===== config.mk =====
export PLATFORM = sky130hd
export DESIGN_NAME = sound_bus_window
export DESIGN_NICKNAME = d
export VERILOG_FILES = /design/src/rtl/sbw_pkg.sv /design/src/rtl/sbw_decode.sv /design/src/rtl/sbw_bank.sv /design/src/rtl/sbw_lanes.sv /design/src/rtl/sound_bus_window.sv
export SDC_FILE = /design/constraint.sdc
export NUM_CORES = 1
export LEC_CHECK = 0
export ABC_AREA = 1
export BUFFER_PORTS_ARGS = -buffer_cell sky130_fd_sc_hd__buf_2
export CORE_AREA = 8 8 90 112
export DETAILED_ROUTE_END_ITERATION = 16
export DIE_AREA = 0 0 98 120
export GPL_TIMING_DRIVEN = 0
export SETUP_SLACK_MARGIN = 0.05
export SLEW_MARGIN = 20
export SYNTH_ARGS = -nofsm -noshare
export SYNTH_HDL_FRONTEND = slang
export SYNTH_SLANG_ARGS = --single-unit
export TNS_END_PERCENT = 50

===== constraint.sdc =====
create_clock -name clk -period 2.5 [get_ports clk]
set_input_delay 0.75 -clock clk [delete_from_list [all_inputs] [get_ports clk]]
set_output_delay 0.75 -clock clk [all_outputs]
set_load 0.02 [all_outputs]

===== src/rtl/sbw_pkg.sv =====
package sbw_pkg;

    typedef enum logic [2:0] {
        RG_RAM,
        RG_SND,
        RG_BANK,
        RG_HOLE,
        RG_VID,
        RG_WIN
    } region_e;

    typedef enum logic {
        ST_IDLE,
        ST_WAIT
    } state_e;

    localparam logic [15:0] BANK_LIMIT = 16'h6100;
    localparam logic [15:0] VID_START  = 16'h7F00;
    localparam logic [7:0]  OPEN_BYTE  = 8'hFF;

    typedef struct packed {
        logic [15:0] wdata;
        logic [15:0] mask;
    } lane_wr_t;

    function automatic logic goes_to_bus(region_e r);
        return (r == RG_VID) || (r == RG_WIN);
    endfunction

endpackage


===== src/rtl/sbw_decode.sv =====
module sbw_decode
    import sbw_pkg::*;
(
    input  logic [15:0] addr,
    output region_e     region
);
    always_comb begin
        case (addr[15:13])
            3'd0, 3'd1: region = RG_RAM;
            3'd2:       region = RG_SND;
            3'd3: begin
                if (addr < BANK_LIMIT)      region = RG_BANK;
                else if (addr >= VID_START) region = RG_VID;
                else                        region = RG_HOLE;
            end
            default:    region = RG_WIN;
        endcase
    end
endmodule


===== src/rtl/sbw_bank.sv =====
module sbw_bank #(
    parameter int W = 9
) (
    input  logic         clk,
    input  logic         rst,
    input  logic         shift_en,
    input  logic         bit_in,
    output logic [W-1:0] bank_q
);
    always_ff @(posedge clk) begin
        if (rst)
            bank_q <= '0;
        else if (shift_en)
            bank_q <= {bit_in, bank_q[W-1:1]};
    end
endmodule


===== src/rtl/sbw_lanes.sv =====
module sbw_lanes
    import sbw_pkg::*;
(
    input  logic        odd,
    input  logic [7:0]  wbyte,
    input  logic [15:0] rword,
    output lane_wr_t    wr,
    output logic [7:0]  rbyte
);
    for (genvar i = 0; i < 2; i++) begin : g_lane
        assign wr.wdata[i*8 +: 8] = wbyte;
        assign wr.mask[i*8 +: 8]  = {8{(i == 0) ? odd : ~odd}};
    end

    assign rbyte = odd ? rword[7:0] : rword[15:8];
endmodule


===== src/rtl/sound_bus_window.sv =====
module sound_bus_window
    import sbw_pkg::*;
#(
    parameter int              MB_AW    = 24,
    parameter int              RAM_AW   = 13,
    parameter logic [MB_AW-1:0] VID_BASE = 24'hC00000
) (
    input  logic              clk,
    input  logic              rst,
    input  logic              cpu_req,
    input  logic              cpu_we,
    input  logic [15:0]       cpu_addr,
    input  logic [7:0]        cpu_wdata,
    output logic [7:0]        cpu_rdata,
    output logic              cpu_ready,
    output logic [RAM_AW-1:0] ram_addr,
    output logic              ram_we,
    output logic [7:0]        ram_wdata,
    input  logic [7:0]        ram_rdata,
    output logic              snd_wr,
    output logic [1:0]        snd_port,
    output logic [7:0]        snd_wdata,
    input  logic [7:0]        snd_status,
    output logic              mb_req,
    output logic              mb_we,
    output logic [MB_AW-1:0]  mb_addr,
    output logic [15:0]       mb_wdata,
    output logic [15:0]       mb_mask,
    input  logic [15:0]       mb_rdata,
    input  logic              mb_ack
);
    localparam int BANK_W = MB_AW - 15;
    localparam int VID_PAD = MB_AW - 7;

    region_e           region;
    state_e            state_q;
    logic [BANK_W-1:0] bank_q;
    logic              take;
    logic              bank_shift;
    logic [MB_AW-1:0]  tgt_addr;
    lane_wr_t          lane_wr;
    logic [7:0]        lane_rbyte;
    logic              odd_q;
    lane_wr_t          wr_q;
    logic [MB_AW-1:0]  addr_q;
    logic              we_q;

    sbw_decode u_decode (
        .addr   (cpu_addr),
        .region (region)
    );

    sbw_bank #(.W(BANK_W)) u_bank (
        .clk      (clk),
        .rst      (rst),
        .shift_en (bank_shift),
        .bit_in   (cpu_wdata[0]),
        .bank_q   (bank_q)
    );

    sbw_lanes u_lanes (
        .odd   (state_q == ST_WAIT ? odd_q : cpu_addr[0]),
        .wbyte (cpu_wdata),
        .rword (mb_rdata),
        .wr    (lane_wr),
        .rbyte (lane_rbyte)
    );

    assign take       = (state_q == ST_IDLE) && cpu_req;
    assign ram_addr   = cpu_addr[RAM_AW-1:0];
    assign ram_wdata  = cpu_wdata;
    assign ram_we     = take && cpu_we && (region == RG_RAM);
    assign snd_port   = cpu_addr[1:0];
    assign snd_wdata  = cpu_wdata;
    assign snd_wr     = take && cpu_we && (region == RG_SND);
    assign bank_shift = take && cpu_we && (region == RG_BANK);

    always_comb begin
        if (region == RG_VID)
            tgt_addr = VID_BASE | {{VID_PAD{1'b0}}, cpu_addr[6:1], 1'b0};
        else
            tgt_addr = {bank_q, cpu_addr[14:1], 1'b0};
    end

    always_ff @(posedge clk) begin
        if (rst) begin
            state_q <= ST_IDLE;
            addr_q  <= '0;
            wr_q    <= '0;
            we_q    <= 1'b0;
            odd_q   <= 1'b0;
        end else begin
            case (state_q)
                ST_IDLE: begin
                    if (take && goes_to_bus(region)) begin
                        state_q <= ST_WAIT;
                        addr_q  <= tgt_addr;
                        wr_q    <= lane_wr;
                        we_q    <= cpu_we;
                        odd_q   <= cpu_addr[0];
                    end
                end
                default: begin
                    if (mb_ack)
                        state_q <= ST_IDLE;
                end
            endcase
        end
    end

    assign mb_req   = (state_q == ST_WAIT);
    assign mb_we    = we_q;
    assign mb_addr  = addr_q;
    assign mb_wdata = wr_q.wdata;
    assign mb_mask  = wr_q.mask;

    always_comb begin
        if (state_q == ST_WAIT) begin
            cpu_ready = mb_ack;
            cpu_rdata = lane_rbyte;
        end else begin
            cpu_ready = cpu_req && !goes_to_bus(region);
            case (region)
                RG_RAM:  cpu_rdata = ram_rdata;
                RG_SND:  cpu_rdata = snd_status;
                default: cpu_rdata = OPEN_BYTE;
            endcase
        end
    end
endmodule


# Word level (Yosys, flattened, before mapping)
# Cells that the tools add are included.
dict set report word_totals {
  regBits 61
  output_inout_bits 100
  input_bits 61
}
dict set report op_classes {
  n_lt_le_gt_ge 2
  mux 12
  reduce_logical 13
  bitwise_logic 2
  n_eq_ne 7
}
# cell n
set op_table {}
lappend op_table {{24-bit two-way mux} 1}
lappend op_table {{16-bit by 15-bit >= comparator with 1-bit output, second input constant} 1}
lappend op_table {{16-bit by 15-bit less-than comparator with 1-bit output, second input constant} 1}
lappend op_table {{8-bit two-way mux} 2}
lappend op_table {{8-bit case mux with 2 select lines} 1}
lappend op_table {{3-bit by 2-bit == test with 1-bit output, second input constant} 3}
lappend op_table {{3-bit case mux with 3 select lines} 1}
lappend op_table {{1-bit logical AND} 7}
lappend op_table {{3-bit by 1-bit == test with 1-bit output, second input constant} 2}
lappend op_table {{3-bit == test, second input constant} 2}
lappend op_table {{3-bit logical NOT} 2}
lappend op_table {{3-bit two-way mux} 2}
lappend op_table {{1-bit two-way mux} 5}
lappend op_table {{1-bit inverter} 2}
lappend op_table {{2-bit AND reduction} 1}
lappend op_table {{2-bit OR reduction} 1}
lappend op_table {{1-bit logical NOT} 1}
lappend op_table {{1-bit logical OR} 1}

# Logic depth before layout (Yosys ltp)
# Gate-level depths: netlist (run 1).
dict set report logic_depth {
  depth_word 9
  mapped_depth 10
  depth_no_buf 8
}

# Cells and area by module
# A second synthesis (run 1) with hierarchy kept.
dict set report unflattened {
  hier_cells 539
  hier_area_um2 3652.3
}
# module cells_each area_each_um2 instances seq_area_each_um2
set by_module_without_submodules {}
lappend by_module_without_submodules {sound_bus_window 403 2835.2 1 1161.1}
lappend by_module_without_submodules {sbw_bank 57 382.9 1 180.2}
lappend by_module_without_submodules {sbw_lanes 57 337.8 1 0.0}
lappend by_module_without_submodules {sbw_decode 22 96.3 1 0.0}

# Least setup slack after synthesis (run 1)
# Ideal clock, no wire load.
dict set report synth_timing {
  path_kind {input port to output port}
  start {input port cpu_addr[15]}
  end {output port cpu_rdata[6]}
  arrival_ns 1.680
  setup_slack_ns 0.070
  cell_stages 6
  path_buffers 1
  path_cell_list {inv_2 -> nand2_2 -> or2_2 -> clkbuf_1 -> o21ai_0 -> o22ai_1}
}
dict set report synth_via {
  elab_chain_cells 7
  word_cells_on_any_way 14
  cone_classes {order compare (2); eq/ne (4); mux (5); reduce/logical (3)}
}
# item line
set synth_rtl {}
lappend synth_rtl {{from (decl)} sound_bus_window.sv:12} ;# input logic [15:0] cpu_addr,
lappend synth_rtl {{16-bit by 15-bit >= comparator with 1-bit output} sbw_decode.sv:13} ;# else if (addr >= VID_START) region = RG_VID;
lappend synth_rtl {{3-bit two-way mux} sbw_decode.sv:13}
lappend synth_rtl {{3-bit two-way mux} sbw_decode.sv:12} ;# if (addr < BANK_LIMIT) region = RG_BANK;
lappend synth_rtl {{3-bit case mux with 3 select lines (*)} sbw_decode.sv:8} ;# case (addr[15:13])
lappend synth_rtl {{3-bit by 1-bit == test with 1-bit output or 3-bit logical NOT (tied branches)} sound_bus_window.sv:123} ;# case (region)
lappend synth_rtl {{8-bit case mux with 2 select lines (*)} sound_bus_window.sv:123}
lappend synth_rtl {{8-bit two-way mux (*)} sound_bus_window.sv:118} ;# if (state_q == ST_WAIT) begin
lappend synth_rtl {{to (decl)} sound_bus_window.sv:14} ;# output logic [7:0] cpu_rdata,
# Every way passes the cells marked *; elsewhere a longest branch is shown, timed or not.

# Final worst setup path (run 1)
dict set report layout_timing {
  start {input port cpu_addr[15]}
  end {output port cpu_rdata[7]}
}
# The elaborated chain is that of the path after synthesis.

==> impl_metrics.toml, run 1 <==
[pwr]
p_per_area_nw_per_um2 = 528.5
cellLeakagePower_nw = 1.943
peakVddDrop_uv = 189.0
total_power_w = 0.001850

[finish]
multi_input_area_um2 = 969.7
area_delta_synth_final_pct = 43.41
fillers = 908
ff_latch_area_um2 = 900.9
drive_gt1_share_pct = 49.60
fin_nets = 564
n_antenna_cell = 0
finalNonFillerCells = 604

[clocking]
clk_latency_ps = 300
cts_max_path_buffers = 2
clk_pin_slew_ps = 80
cts_tree = "done"
h-tree-depth = 2
cts_hold_buffers = 0
numClockSinks = 45
clockRootBuffer = "clkbuf_8"
cts_buffers = 5

[setup_path]
critPathKind = "in -> out"
cp-end-kind = "primary output"
arrival_ps = 1690
cp_max_fo = 9
start_kind = "input pin"
r2r_slack_ps = 980
required_ps = 1750

[place]
dp_hpwl_um = 6701
dp.cells = 598
finalWeightedCongestion = 0.7854
io_buffer_count = 159

[grt]
grt_busiest_layer = "met2"
grt_overflow = 0
grt_usage_pct = 13.45
use_met2_pct = 25.19
grt_pass1_vias = 2681
use_met1_pct = 13.40
grt_max_degree = 20
grtUsageMet3_pct = 4.519
grt_pass1_wl_um = 13130
antenna_found_initial = 0

[synth]
ys_ff_latch = 45
netlist_area_um2 = 2441
yosysSeqAreaShare_pct = 36.90
synth_fp_nets = 400
yosys_warnings = 0
synth_area_per_cell_um2 = 7.201
syn_inst = 339
ys_types = 23

[routing]
wirelength_um = 8212
firstDrtPassIters = 4
drt-initial-drc-count = 66
num_vias = 2660
wl_per_cell_um = 13.60
viasPerCell = 4.404
drc = 0
ant_nets = 0

[flow_run]
cap_violations = 0

[die]
die_area_um2 = 11760
num_rows = 38
die_w_um = 98
ios = 161
core_area_um2 = 8416
start_util_pct = 29.01
die_height_um = 120

[timing]
clock.fmax_ghz = 0.4098
final-setup-viol-count = 0
min_period_ps = 2440
fin_crit_sh_pct = 97.61
hold_viol = 0
rsz0062_at_grt = "true"
skew_ps = 8.486
slew_violations = 0

[status]
status = "completed"

[hold_path]
hp-class = "reg -> reg"
-- flip-flops by register name, summed over array words and instances (netlist names) --
signal	count
u_bank.bank_q	9
mb_req	1
odd_q	1
mb_we	1
mb_addr	23
mb_wdata	8
mb_mask	2
-- cells in the final DEF (no fill, tap or decap), drive strengths merged, types with 2 or more instances in the layout --
master  instances
buf           225
nor2           75
dfxtp          45
o21ai          40
nand2          39
a21oi          27
inv            16
o22ai          15
clkbuf         10
nand3           3
or2             2
clkinv          2
nand4           2
-- worst max-delay path: stages --
cell and delay (ps):
buf_2 130, inv_4 50, nand2_2 50, or2_4 290, o22ai_1 150, o22ai_1 100
buf_2 170
-- cells in the mapped netlist --
cell type	n	area share [%]
nor2_1	73	11
buf_4	54	17
dfxtp_1	45	37
nand2_1	34	5.2
o21ai_0	28	5.7
a21oi_1	27	5.5
inv_1	15	2.3
o22ai_1	15	3.8
o21ai_1	12	2.5
buf_2	6	1.2
buf_6	6	2.8
clkbuf_1	6	0.92
nand2_2	4	1.0
nand3_1	3	0.61
nor2_2	2	0.51
or2_2	2	0.51
a21boi_2	1	0.46
clkinv_2	1	0.20
conb_1	1	0.15
inv_2	1	0.15
nand2_4	1	0.46
nand4_1	1	0.26
nand4_4	1	0.87
-- path summary, 6_finish.rpt --
kind,end,from,cells past startpoint
worst max-delay path,cpu_rdata[7],cpu_addr[15],7
worst max register to register,u_bank.bank_q[2],mb_req,8
worst min register to register,mb_we,mb_we,2
worst min-delay path,mb_we,mb_we,2
-- cells by family after synthesis --
family / count (synthesis) / share of synthesized area (%)
compound gates: 83 / 18.04
buf+inv: 89 / 24.19
other cells: 1 / 0.1536
flops: 45 / 36.90
simple gates: 121 / 20.71
-- through the flow --
step / hold WS, ps / TNS (ps) / utilization [%] / instance area (um^2) / setup slack (ps)
global route: 510.8 / 0 / 41.60 / 3501 / 11.39
detailed placement: 458.5 / -2446 / 39.95 / 3362 / -307.5
floorplan: 454.3 / 0 / - / 2441 / 69.51
CTS: 471.0 / 0 / 41.32 / 3477 / 65.92
global placement: 450.8 / -2066 / 39.95 / 3362 / -250.7
finish: 467.9 / 0 / 41.60 / 3501 / 59.83
-- repair_timing --
action,4_1_cts,5_1_grt
pin swaps,0,1
setup endpoints to repair,10,7
setup buffers,1,0
gates resized for setup,5,6
-- report_power, final --
part | total, W | internal [W] | switching, W | leakage [nW]
logic | 0.000515 | 0.000213 | 0.000303 | 1.52
registers | 0.000777 | 0.000755 | 0.0000223 | 0.369
clock network | 0.000558 | 0.000300 | 0.000257 | 0.0554
total | 0.00185 | 0.00127 | 0.000583 | 1.94
-- layer usage --
metal / wire (um) / part of all wire (%)
met1: 3173 / 39
met2: 4255 / 52
met3: 636 / 7.7
met4: 147 / 1.8
met5: 0 / 0
-- final cells by class --
cell class / instances / share of cell area [%]
Buffer: 69 / 14.94
Clock buffer: 6 / 2.073
Clock inverter: 2 / 1.108
Inverter: 17 / 1.930
Multi-Input combinational cell: 205 / 27.70
Sequential cell: 45 / 25.73
Tap cell: 100 / 3.574
Timing Repair Buffer: 160 / 22.94
Power figures use the tool's default switching activity.
==> run 2, diff against run 1 <==
--- a/config.mk
+++ b/config.mk
@@ -7,9 +7,9 @@
 export LEC_CHECK = 0
 export ABC_AREA = 1
 export BUFFER_PORTS_ARGS = -buffer_cell sky130_fd_sc_hd__buf_2
-export CORE_AREA = 8 8 90 112
+export CORE_AREA = 10 10 92 114
 export DETAILED_ROUTE_END_ITERATION = 16
-export DIE_AREA = 0 0 98 120
+export DIE_AREA = 0 0 102 124
 export GPL_TIMING_DRIVEN = 0
 export SETUP_SLACK_MARGIN = 0.05
 export SLEW_MARGIN = 20
==> impl_metrics.toml, run 2 (synthesized netlist as in run 1, its figures left out) <==
[die]
die_area_um2 = 12650
die_w_um = 102
core_area_um2 = 8240
ios = 161
die_height_um = 124
num_rows = 37
start_util_pct = 29.62

[finish]
final_cell_mix = "buf_2, nor2_1, buf_4"
finalNonFillerCells = 605
area_delta_synth_final_pct = 45.62
drive_gt1_share_pct = 50.20
postLayoutCellArea_um2 = 3555
fin_util_pct = 43.14
final_common_cell = "buf_2"
fin_nets = 569
n_antenna_cell = 0
largest_reg_flops = 23

[pwr]
clockPowerShare_pct = 25.0
p_int_w = 0.001170
peakVddDrop_uv = 180.6
p_seq_share_pct = 44.4
p_switching_w = 0.0005797
cellLeakagePower_nw = 1.966
switching_share_pct = 33.12
p_per_area_nw_per_um2 = 492.4
comb_power_share_pct = 30.6

[routing]
drc = 0
firstDrtPassIters = 4
ant_nets = 0
wirelength_um = 8967
num_vias = 2675
wl_per_cell_um = 14.82
viasPerCell = 4.421
drt-initial-drc-count = 135

[clocking]
cts_buffers = 5
cts_max_path_buffers = 2
h-tree-depth = 2
clk_pin_slew_ps = 70
clockRootBuffer = "clkbuf_8"
cts_tree = "done"
clk_latency_ps = 300
numClockSinks = 45

[place]
finalWeightedCongestion = 0.8328
dp.cells = 595
io_buffer_count = 159
dpl_cell_area_um2 = 3358
dp_hpwl_um = 7287

[timing]
hold_viol = 0
fin_crit_sh_pct = 96.33
tns_ps = 0
clock.fmax_ghz = 0.4152
slew_violations = 0
rsz0062_at_grt = "true"
min_period_ps = 2408
skew_ps = 11.81
final-setup-viol-count = 0

[setup_path]
critPathKind = "in -> out"
start_kind = "input pin"
reg2regPathDepth = 8
arrival_ps = 1660
required_ps = 1750
cp_max_fo = 9
cp-end-kind = "primary output"

[flow_run]
cap_violations = 0

[status]
status = "completed"

[grt]
antenna_found_initial = 0
grt_overflow = 0
grt_usage_pct = 13.15
grt_pass1_vias = 2611
grt_max_degree = 20
grt_pass1_wl_um = 13370

[hold_path]
hp-class = "reg -> reg"
hold_depth = 2
==> run 2: power by group through the flow <==
| stage | registers, W | logic [W] | clock network (W) |
|---|---|---|---|
| 2_1_floorplan | 0.000839 | 0.000275 | 0 |
| 3_3_place_gp | 0.000793 | 0.000519 | 0 |
| 3_5_place_dp | 0.000795 | 0.000522 | 0 |
| 4_1_cts | 0.000778 | 0.000540 | 0.000453 |
| 5_1_grt | 0.000784 | 0.000582 | 0.000477 |
| 6_report | 0.000777 | 0.000535 | 0.000438 |
==> run 2: metrics by stage <==
stage | hold WS, ps | setup slack [ps] | total power (W)
CTS | 467.5 | 59.95 | 0.001771
global placement | 446.6 | -354.8 | 0.001311
global route | 482.5 | 26.59 | 0.001843
floorplan | 454.3 | 69.51 | 0.001114
detailed placement | 455.3 | -359.0 | 0.001317
finish | 470.1 | 91.63 | 0.001750
==> run 2: critical path, stage by stage <==
cell and delay [ps]:
clkbuf_4 140, or2_4 310, o22ai_2 190, o22ai_1 90
buf_2 170
==> run 2: final timing paths <==
kind | slack (ps) | startpoint | to
max | 90 | cpu_addr[14] | cpu_rdata[0]
min | 470 | mb_addr[13] | mb_addr[13]
max reg2reg | 970 | mb_req | u_bank.bank_q[6]
min reg2reg | 470 | mb_addr[13] | mb_addr[13]
==> run 2: layout make-up <==
class                   count  area (um^2)
repair buffers            164        857.1
well taps                  97        121.4
flip-flops and latches     45        900.9
inverters                  17        67.56
clock inverters             1        8.758
fillers                   890         4686
multi-input cells         206         1003
clock buffers               6        72.57
plain buffers              69        523.0
==> run 2: routing by layer <==
layer  up-vias  GRT usage [%]  wire length, um
li1       1380              -                -
met1      1193          13.93             3241
met2        93          24.13             4669
met3         9          3.546              911
met4         0          5.124              144
met5         -              0                0
==> run 2: repair_timing <==
action | 4_1_cts | 5_1_grt
setup endpoints to repair | 10 | 8
setup buffers | 1 | 4
pin swaps | 2 | 2
gates cloned | 1 | 0
hold buffers | 0 | 0
gates resized for setup | 16 | 9
